==> src/rtl/pix5_pkg.sv <==
package pix5_pkg;

    // Default geometry of the interleaved frame store
    localparam int unsigned PIX_LINE_W    = 1280;
    localparam int unsigned PIX_LINES     = 1024;
    localparam int unsigned PIX_BANKS     = 5;
    localparam int unsigned PIX_DATA_W    = 8;

    // Position of a bank within a span whose first pixel sits in bank 'start'
    function automatic int unsigned ring_offset(input int unsigned bank,
                                                input int unsigned start,
                                                input int unsigned nb);
        if (bank >= start) return bank - start;
        return bank + nb - start;
    endfunction

endpackage

==> src/rtl/pix5_colsplit.sv <==
// Splits a column into bank number and in-bank column without a divider:
// the quotient comes from a multiply by a rounded-up reciprocal.
module pix5_colsplit #(
    parameter int unsigned NB     = 5,
    parameter int unsigned X_W    = 11,
    parameter int unsigned BANK_W = 3
) (
    input  logic [X_W-1:0]    x,
    output logic [X_W-1:0]    q,
    output logic [BANK_W-1:0] rem
);
    localparam int unsigned SH    = X_W + $clog2(NB) + 1;
    localparam int unsigned RECIP = ((1 << SH) + NB - 1) / NB;
    localparam int unsigned PW    = X_W + SH;

    logic [PW-1:0]  prod;
    logic [X_W-1:0] back;

    always_comb begin
        prod = PW'(x) * PW'(RECIP);
        q    = X_W'(prod >> SH);
        back = X_W'(q * X_W'(NB));
        rem  = BANK_W'(x - back);
    end

endmodule

==> src/rtl/pix5_spanclip.sv <==
// Number of pixels actually written: capped at one per bank and at the line end.
module pix5_spanclip #(
    parameter int unsigned NB     = 5,
    parameter int unsigned LINE_W = 1280,
    parameter int unsigned X_W    = 11,
    parameter int unsigned CNT_W  = 3
) (
    input  logic [X_W-1:0]   x,
    input  logic [CNT_W-1:0] count,
    output logic [CNT_W-1:0] eff
);
    logic [X_W:0]   room;
    logic [CNT_W-1:0] cap;

    always_comb begin
        if ({1'b0, x} < (X_W+1)'(LINE_W))
            room = (X_W+1)'(LINE_W) - {1'b0, x};
        else
            room = '0;

        if (count > CNT_W'(NB)) cap = CNT_W'(NB);
        else                    cap = count;

        if (room < (X_W+1)'(cap)) eff = CNT_W'(room);
        else                      eff = cap;
    end

endmodule

==> src/rtl/pix5_lane.sv <==
// One bank port: picks its pixel out of the span and forms its word address.
module pix5_lane
    import pix5_pkg::*;
#(
    parameter int unsigned NB     = 5,
    parameter int unsigned DW     = 8,
    parameter int unsigned COLS   = 256,
    parameter int unsigned X_W    = 11,
    parameter int unsigned Y_W    = 10,
    parameter int unsigned CNT_W  = 3,
    parameter int unsigned BANK_W = 3,
    parameter int unsigned AW     = 18,
    parameter int unsigned B      = 0
) (
    input  logic [BANK_W-1:0] rem,
    input  logic [X_W-1:0]    q,
    input  logic [Y_W-1:0]    y,
    input  logic [CNT_W-1:0]  eff,
    input  logic [NB*DW-1:0]  span_data,
    output logic              we,
    output logic [AW-1:0]     addr,
    output logic [DW-1:0]     data
);
    int unsigned    off;
    logic           wrapped;
    logic [X_W-1:0] col;

    always_comb begin
        off     = ring_offset(B, 32'(rem), NB);
        wrapped = (32'(B) < 32'(rem));
        col     = q + X_W'(wrapped);
        we      = (off < 32'(eff));
        addr    = AW'(y) * AW'(COLS) + AW'(col);
        data    = span_data[off*DW +: DW];
    end

endmodule

==> src/rtl/pix5_span_writer.sv <==
module pix5_span_writer
    import pix5_pkg::*;
#(
    parameter int unsigned LINE_W = PIX_LINE_W,
    parameter int unsigned LINES  = PIX_LINES,
    parameter int unsigned NB     = PIX_BANKS,
    parameter int unsigned DW     = PIX_DATA_W,
    parameter int unsigned COLS   = LINE_W / NB,
    parameter int unsigned X_W    = $clog2(LINE_W),
    parameter int unsigned Y_W    = $clog2(LINES),
    parameter int unsigned AW     = $clog2(LINES * COLS),
    parameter int unsigned CNT_W  = $clog2(NB + 1),
    parameter int unsigned BANK_W = $clog2(NB)
) (
    input  logic              clk,
    input  logic              rst_n,
    input  logic              in_valid,
    output logic              in_ready,
    input  logic [X_W-1:0]    in_x,
    input  logic [Y_W-1:0]    in_y,
    input  logic [CNT_W-1:0]  in_count,
    input  logic [NB*DW-1:0]  in_data,
    input  logic [NB-1:0]     bank_busy,
    output logic [NB-1:0]     bank_we,
    output logic [NB*AW-1:0]  bank_addr,
    output logic [NB*DW-1:0]  bank_data
);

    typedef struct packed {
        logic [NB-1:0]    we;
        logic [NB*AW-1:0] addr;
        logic [NB*DW-1:0] data;
    } wr_t;

    wr_t wr_d, wr_q;

    logic [X_W-1:0]    q_w;
    logic [BANK_W-1:0] rem_w;
    logic [CNT_W-1:0]  eff_w;
    logic [NB-1:0]     lane_we;
    logic [NB*AW-1:0]  lane_addr;
    logic [NB*DW-1:0]  lane_data;
    logic              take;

    pix5_colsplit #(.NB(NB), .X_W(X_W), .BANK_W(BANK_W)) u_split (
        .x   (in_x),
        .q   (q_w),
        .rem (rem_w)
    );

    pix5_spanclip #(.NB(NB), .LINE_W(LINE_W), .X_W(X_W), .CNT_W(CNT_W)) u_clip (
        .x     (in_x),
        .count (in_count),
        .eff   (eff_w)
    );

    for (genvar b = 0; b < NB; b++) begin : g_lane
        pix5_lane #(
            .NB(NB), .DW(DW), .COLS(COLS), .X_W(X_W), .Y_W(Y_W),
            .CNT_W(CNT_W), .BANK_W(BANK_W), .AW(AW), .B(b)
        ) u_lane (
            .rem       (rem_w),
            .q         (q_w),
            .y         (in_y),
            .eff       (eff_w),
            .span_data (in_data),
            .we        (lane_we[b]),
            .addr      (lane_addr[b*AW +: AW]),
            .data      (lane_data[b*DW +: DW])
        );
    end

    assign in_ready = ~(|bank_busy);
    assign take     = in_valid & in_ready;

    always_comb begin
        wr_d    = wr_q;
        wr_d.we = '0;
        if (take) begin
            wr_d.we   = lane_we;
            wr_d.addr = lane_addr;
            wr_d.data = lane_data;
        end
    end

    always_ff @(posedge clk or negedge rst_n) begin
        if (!rst_n) wr_q <= '0;
        else        wr_q <= wr_d;
    end

    assign bank_we   = wr_q.we;
    assign bank_addr = wr_q.addr;
    assign bank_data = wr_q.data;

endmodule

==> config.mk <==
export PLATFORM = sky130hd
export DESIGN_NAME = pix5_span_writer
export DESIGN_NICKNAME = d
export VERILOG_FILES = /design/src/rtl/pix5_pkg.sv /design/src/rtl/pix5_colsplit.sv /design/src/rtl/pix5_spanclip.sv /design/src/rtl/pix5_lane.sv /design/src/rtl/pix5_span_writer.sv
export SDC_FILE = /design/constraint.sdc
export NUM_CORES = 1
export LEC_CHECK = 0
export BUFFER_PORTS_ARGS = -buffer_cell sky130_fd_sc_hd__buf_2
export CORE_ASPECT_RATIO = 0.6
export CORE_MARGIN = 1
export CORE_UTILIZATION = 50
export DETAILED_ROUTE_END_ITERATION = 10
export PLACE_DENSITY = 0.72
export SYNTH_ARGS = -nofsm -noshare
export SYNTH_HDL_FRONTEND = slang
export SYNTH_HIERARCHICAL = 1
export SYNTH_SLANG_ARGS = --single-unit
==> constraint.sdc <==
create_clock -name clk -period 1.27 [get_ports clk]
set_input_delay 0.254 -clock clk [delete_from_list [all_inputs] [get_ports clk]]
set_output_delay 0.254 -clock clk [all_outputs]
set_load 0.1 [all_outputs]
== After elaboration in Yosys (flattened, before gate mapping) ==
Cells that the tools add are included.

* Word-level logic and storage cells: 72
* Input port bits: 72
* Output and inout bits: 136
* Register bits after elaboration: 135

* Magnitude comparators: 18
* $add $sub $neg: 22
* Multiplexer cells: 19
* Shift-type cells: 5
* Reductions and logical operators: 1
* Multipliers: 2
* Bitwise gates (word level): 2

{| class="wikitable"
|+ Operators with widths
! kind !! count
|-
| $mux W32 || 10
|-
| $shiftx A40 B33 Y8 || 5
|-
| $lt A32 B3 Y1 || 5
|-
| $mux W135 || 1
|-
| $add A18 B11 Y18 || 5
|-
| $add A9 B1 Y10 || 5
|-
| $mul A11 B12 Y23 const B || 1
|-
| $sub A3 B3 Y4 const A || 4
|-
| $lt A12 B3 Y1 || 1
|-
| $mux W12 || 1
|-
| $sub A11 B11 Y12 const A || 1
|-
| $lt A11 B11 Y1 const B || 1
|-
| $sub A4 B3 Y5 const A || 2
|-
| $mul A9 B3 Y3 const B || 1
|-
| $sub A1 B3 Y4 const A || 2
|-
| $sub A2 B3 Y4 const A || 2
|-
| $ge A1 B3 Y1 const A || 2
|-
| $ge A2 B3 Y1 const A || 2
|-
| $lt A1 B3 Y1 const A || 2
|-
| $lt A2 B3 Y1 const A || 2
|-
| $mux W3 || 2
|-
| $mux W1 || 5
|-
| $reduce_or A5 Y1 || 1
|-
| $ge A3 B3 Y1 const A || 1
|-
| other kinds (5) || 5
|}

== Depth between registers and ports, before layout ==
* Word-level depth: 8
* Depth in mapped cells: 40

== Cells and area by module ==
The synthesis kept the hierarchy.

{| class="wikitable"
|+ By module, submodules not included
! module !! area each (µm²) !! instances !! cells each
|-
| pix5_span_writer || 5408.9 || 1 || 288
|-
| pix5_colsplit || 2278.4 || 1 || 247
|-
| pix5_lane at g_lane[0].u_lane || 1222.4 || 1 || 144
|-
| pix5_lane at g_lane[4].u_lane || 1179.9 || 1 || 157
|-
| pix5_lane at g_lane[1].u_lane || 1164.9 || 1 || 140
|-
| pix5_lane at g_lane[3].u_lane || 1129.8 || 1 || 144
|-
| pix5_lane at g_lane[2].u_lane || 863.3 || 1 || 116
|-
| pix5_spanclip || 269.0 || 1 || 38
|}

== Worst setup path before layout ==
No wires, ideal clock.

* Path type: input -> register
* Start point: in in_x[9]
* End point: reg wr_q, in the netlist bank_addr[14]
* Data required time: 1.144 ns
* Cell stages on the path: 38
* Slack: -7.392 ns
* Library setup time: 0.126 ns
* Data arrival time: 8.536 ns
* Buffers on the path: 1
* Cells stage by stage: inv_1 -> ha_1 -> inv_1 -> fa_1 -> fa_1 -> inv_1 -> fa_1 -> fa_1 -> inv_1 -> ha_1 -> nand2_1 -> o21ai_0 -> nor2_4 -> xnor2_1 -> ha_1 -> inv_1 -> fa_1 -> xnor2_1 -> [... 2 more ...] -> inv_1 -> ha_1 -> buf_4 -> inv_2 -> ha_1 -> ha_1 -> nand2_1 -> nor2_1 -> nand3_1 -> xnor2_1 -> ha_1 -> inv_1 -> fa_1 -> inv_1 -> a21o_1 -> nand4_1 -> xnor2_1 -> mux2_2

* Cells in the longest elaborated chain, start to end: 6

{| class="wikitable"
|+ RTL lines
! element !! RTL line !! text
|-
| start, declared || pix5_span_writer.sv:19 || <nowiki>input logic [X_W-1:0] in_x,</nowiki>
|-
| $mul A11 B12 Y23 || pix5_colsplit.sv:20 || <nowiki>prod = PW'(x) * PW'(RECIP);</nowiki>
|-
| net q_w[0] || pix5_span_writer.sv:37 || <nowiki>logic [X_W-1:0] q_w;</nowiki>
|-
| $mul A9 B3 Y3 || pix5_colsplit.sv:22 || <nowiki>back = X_W'(q * X_W'(NB));</nowiki>
|-
| $sub A3 B3 Y3 || pix5_colsplit.sv:23 || <nowiki>rem = BANK_W'(x - back);</nowiki>
|-
| net rem_w[2] || pix5_span_writer.sv:38 || <nowiki>logic [BANK_W-1:0] rem_w;</nowiki>
|-
| $lt A1 B3 Y1 || pix5_lane.sv:30 || <nowiki>wrapped = (32'(B) < 32'(rem));</nowiki>
|-
| $add A9 B1 Y10 || pix5_lane.sv:31 || <nowiki>col = q + X_W'(wrapped);</nowiki>
|-
| $add A18 B11 Y18 || pix5_lane.sv:33 || <nowiki>addr = AW'(y) * AW'(COLS) + AW'(col);</nowiki>
|-
| net lane_addr[14] || pix5_span_writer.sv:41 || <nowiki>logic [NB*AW-1:0] lane_addr;</nowiki>
|-
| end signal, assigned || pix5_span_writer.sv:88 || <nowiki>else wr_q <= wr_d;</nowiki>
|-
| end, declared || pix5_span_writer.sv:35 || <nowiki>wr_t wr_d, wr_q;</nowiki>
|}

The timed path passes the listed nets, and every way through them passes these cells.
A chain may end at the register's enable or synchronous reset.

== Final worst setup path ==
* Start point: in in_x[3]
* End point: reg wr_q, in the netlist bank_addr[50]

* Cells in the longest elaborated chain, start to end: 6

{| class="wikitable"
|+ RTL lines
! element !! RTL line
|-
| $mul A11 B12 Y23 || pix5_colsplit.sv:20
|-
| $mul A9 B3 Y3 || pix5_colsplit.sv:22
|-
| $sub A3 B3 Y3 || pix5_colsplit.sv:23
|-
| net rem_w[2] || pix5_span_writer.sv:38
|-
| $lt A2 B3 Y1 || pix5_lane.sv:30
|-
| $add A9 B1 Y10 || pix5_lane.sv:31
|-
| $add A18 B11 Y18 || pix5_lane.sv:33
|-
| net lane_addr[50] || pix5_span_writer.sv:41
|}

The timed path passes the listed nets, and every way through them passes these cells.

==> results by group <==
Outcome
  • Outcome: finished with violations
  • Failing checks: setup timing

Global route
  • Overall routing resource usage: a little under two fifths
  • Largest net degree at the start of global routing: between 50 and 60
  • Congestion Overflow GR: 0
  • Initial antenna violation count: 0
  • Vias in the first global route: 13300
  • First-pass GRT wire length: between 70 and 80 mm

Clocking
  • H-tree depth: 4
  • CTS sink cnt: between 100 and 150
  • CTS buffer count: 17
  • Clk_lat worst skew: 0.45 ns
  • Clk buf depth: 2
  • CTS Root Cell: clkbuf_16
  • CTS tree: built
  • Clk slew on worst S/H paths: around 0.07 ns

Layout
  • Area of the multi-input gates: 10600 sq um
  • Register area: between 3000 and 4000 sq um
  • Area delta synth->final: 59.4%
  • Share of cells above drive strength 1: 51.9%
  • Finished Cell Area: 21500 sq um
  • Ant. Diodes: 0
  • Layout Nets: ~2000
  • Most common cell after layout, fill and taps aside: buf_4
  • Most frequent cells in the layout: buf_4 (271), buf_12 (163), mux2i_1 (126)
  • Fill count: approximately 1300

Yosys
  • Synthesized cell area: roughly 14000 sq um
  • Synth Warn #: 6
  • Top-area cell type share of the netlist area: approximately a quarter
  • Sequential-to-total area share from yosys stat: 25.0%
  • Top cells by area, synth: dfrtp_1 (25%), mux2_4 (12%), ha_1 (11%)
  • Synth Register Bits: between 100 and 150
  • Post-synth EDFFs: 0
  • Syn_area_per_cell: 10.6 sq um
  • Post-synthesis cell count: roughly 1300
  • Main flop type after synthesis: dfrtp_1
  • Post-synth cell types: 78
  • Share of flip-flops with an asynchronous set or reset: 100%
  • Dominant cell type by area after synthesis: dfrtp_1

Routing
  • DRT iter0 DRCs: 1715
  • Router iterations before antenna repair: 5
  • Drt wl/cell: between 20 and 30 microns
  • # DRC: 0
  • DRT antenna net count: 0
  • Vias: roughly 13000
  • WL final: about 55 mm
  • DR vias/cell: 6.17

Setup path
  • Worst Setup End Kind: flip-flop
  • Type of origin of the critical path: input port
  • Worst-path cell with the longest stage delay: fa_1
  • Req. time, crit path: 1.67 ns
  • Worst-path fanout max: 5
  • Crit-path max cell delay: between 0.5 and 0.6 ns
  • Crit path DAT: approximately 7.8 ns
  • WS Path Type: in2reg

Timing
  • Final setup violation count: 270
  • RSZ-0062 raised after global routing: true
  • Final Max Tran Viols: 0
  • Min Tclk post-route: 7.35 ns
  • F_max: roughly 0.14 GHz
  • Slew margin rel.: between 60% and 70%
  • Final Hold Fails: 0
  • Period utilization: 579%
  • Slack of the critical path: -6.08 ns
  • Post-route clock skew: 0 ns
  • Actual slew at the worst max-slew pin: between 0.5 and 0.6 ns

Place
  • Detailed placer's ending HPWL: about 37 mm
  • Post-DP Area: slightly below 20000 sq um
  • Port bufs: 207
  • Final GP Congestion: 0.968

Job
  • Total of max-cap violations: 0

Floorplan
  • Cell Rows: 46
  • Die footprint: about 28000 sq um
  • Boundary pin count: 208
  • Die height: roughly 130 microns
  • Chip width: around 210 microns
  • Initial Util: 51.1%
  • Core box area: 26500 sq um

Worst hold path
  • Hold WC Path Type: in2async
[path summary, 6_finish.rpt]
kind / from / to / slack [ns] / depth (start not counted)
min in group clk: in_valid / bank_we[3] / 0.27 / 3
setup reg to reg: bank_addr[45] / bank_addr[45] / 0.38 / 1
setup / recovery: in_x[3] / bank_addr[50] / -6.08 / 38
hold / removal: rst_n / bank_addr[85] / 0.26 / 2
hold reg to reg: bank_addr[20] / bank_addr[20] / 0.57 / 1
max in group asynchronous: rst_n / bank_data[13] / 0.43 / 3
[critical path: cells and delay by family]
kind,cells,cell delay [ns]
adder cells (fa/ha/maj),8,2.79
buffers and inverters,12,1.14
XOR/XNOR,6,1.45
AO/OA/AOI/OAI,4,0.92
multiplexers,1,0.23
AND/OR/NAND/NOR,7,0.94
[Yosys cell counts (4+ instances only)]
| master | count |
|---|---|
| o221ai_1 | 9 |
| buf_2 | 7 |
| a21oi_1 | 31 |
| a21o_1 | 16 |
| a211oi_1 | 4 |
| o2bb2ai_1 | 8 |
| and3_1 | 20 |
| buf_4 | 12 |
| buf_6 | 25 |
| o21ai_0 | 20 |
| nor4_1 | 4 |
| clkbuf_1 | 6 |
| nor2b_1 | 5 |
| mux2_1 | 8 |
| mux2i_1 | 131 |
| o22ai_1 | 35 |
| inv_1 | 105 |
| nor3_1 | 6 |
| a31oi_1 | 4 |
| nand2_1 | 65 |
| xor2_1 | 37 |
| fa_1 | 35 |
| mux2_2 | 30 |
| nand4_1 | 11 |
| a221oi_1 | 7 |
| dfrtp_1 | 135 |
| nand2b_1 | 9 |
| a22oi_1 | 14 |
| o21ai_1 | 4 |
| mux2_4 | 109 |
| ha_1 | 122 |
| a32o_1 | 7 |
| nand3_1 | 35 |
| a2111o_1 | 9 |
| and4_1 | 5 |
| nor2_1 | 53 |
| xnor2_1 | 73 |
[registers in the layout, summed over array words and instances (netlist names)]
signal,flops
bank_addr,90
bank_data,40
bank_we,5
[per-stage QoR]
step           hold slack [ns]  utilization [%]  setup TNS, ns  worst slack, ns  std cells
5_1_grt                  0.254             81.4        -731.96            -6.38       2151
2_1_floorplan          -0.0416                -        -733.83            -6.44       1275
4_1_cts                  0.227             79.6        -684.96            -5.74       2137
6_report                 0.263             81.4        -705.14            -6.08       2151
3_5_place_dp             0.179             72.7        -790.65            -6.64       2073
3_3_place_gp             0.177             72.7        -760.26            -6.39       2073
[metal layers]
layer / GRT usage, % / part of all wire (%) / wire length (microns) / vias to the layer above
met5: 0.167 / 0 / 0 / -
met4: 13.1 / 4.4 / 2450 / 0
met3: 11.3 / 11 / 5980 / 233
met2: 58.2 / 44 / 24400 / 880
met1: 50.1 / 41 / 22500 / 6548
li1: - / - / - / 5614
[kinds of logic (layout without fill, tap and decap cells)]
kind of cell / after synthesis / count (layout) / share of synthesized area (%)
AO/OA/AOI/OAI: 193 / 193 / 10.5
XOR/XNOR: 113 / 113 / 7.62
adder cells (fa/ha/maj): 157 / 157 / 16.5
buffers and inverters: 160 / 676 / 6.36
flip-flops: 135 / 135 / 25.0
multiplexers: 279 / 279 / 25.1
other: 1 / 2 / 0.0277
AND/OR/NAND/NOR: 236 / 236 / 8.86
[area by class of cell]
cell class                      count  share of cell area (%)
Timing Repair Buffer              536                    28.3
Clock buffer                       19                    2.06
Tap cell                          360                    2.09
Inverter                          108                    1.95
Sequential cell                   135                    15.7
Multi-Input combinational cell    980                    49.2
Clock inverter                     13                   0.633
[timing repair]
action | CTS | global route
cloned | 2 | 0
buffers inserted | 32 | 14
pin swaps | 95 | 59
hold buffers | 1 | 0
endpoints found under the setup margin | 271 | 271
gates resized for setup | 200 | 81
endpoints found under the hold margin | 27 | 0
Power is not shown: default switching activity piles up to over one toggle a cycle in this logic, so the estimate is an artifact.
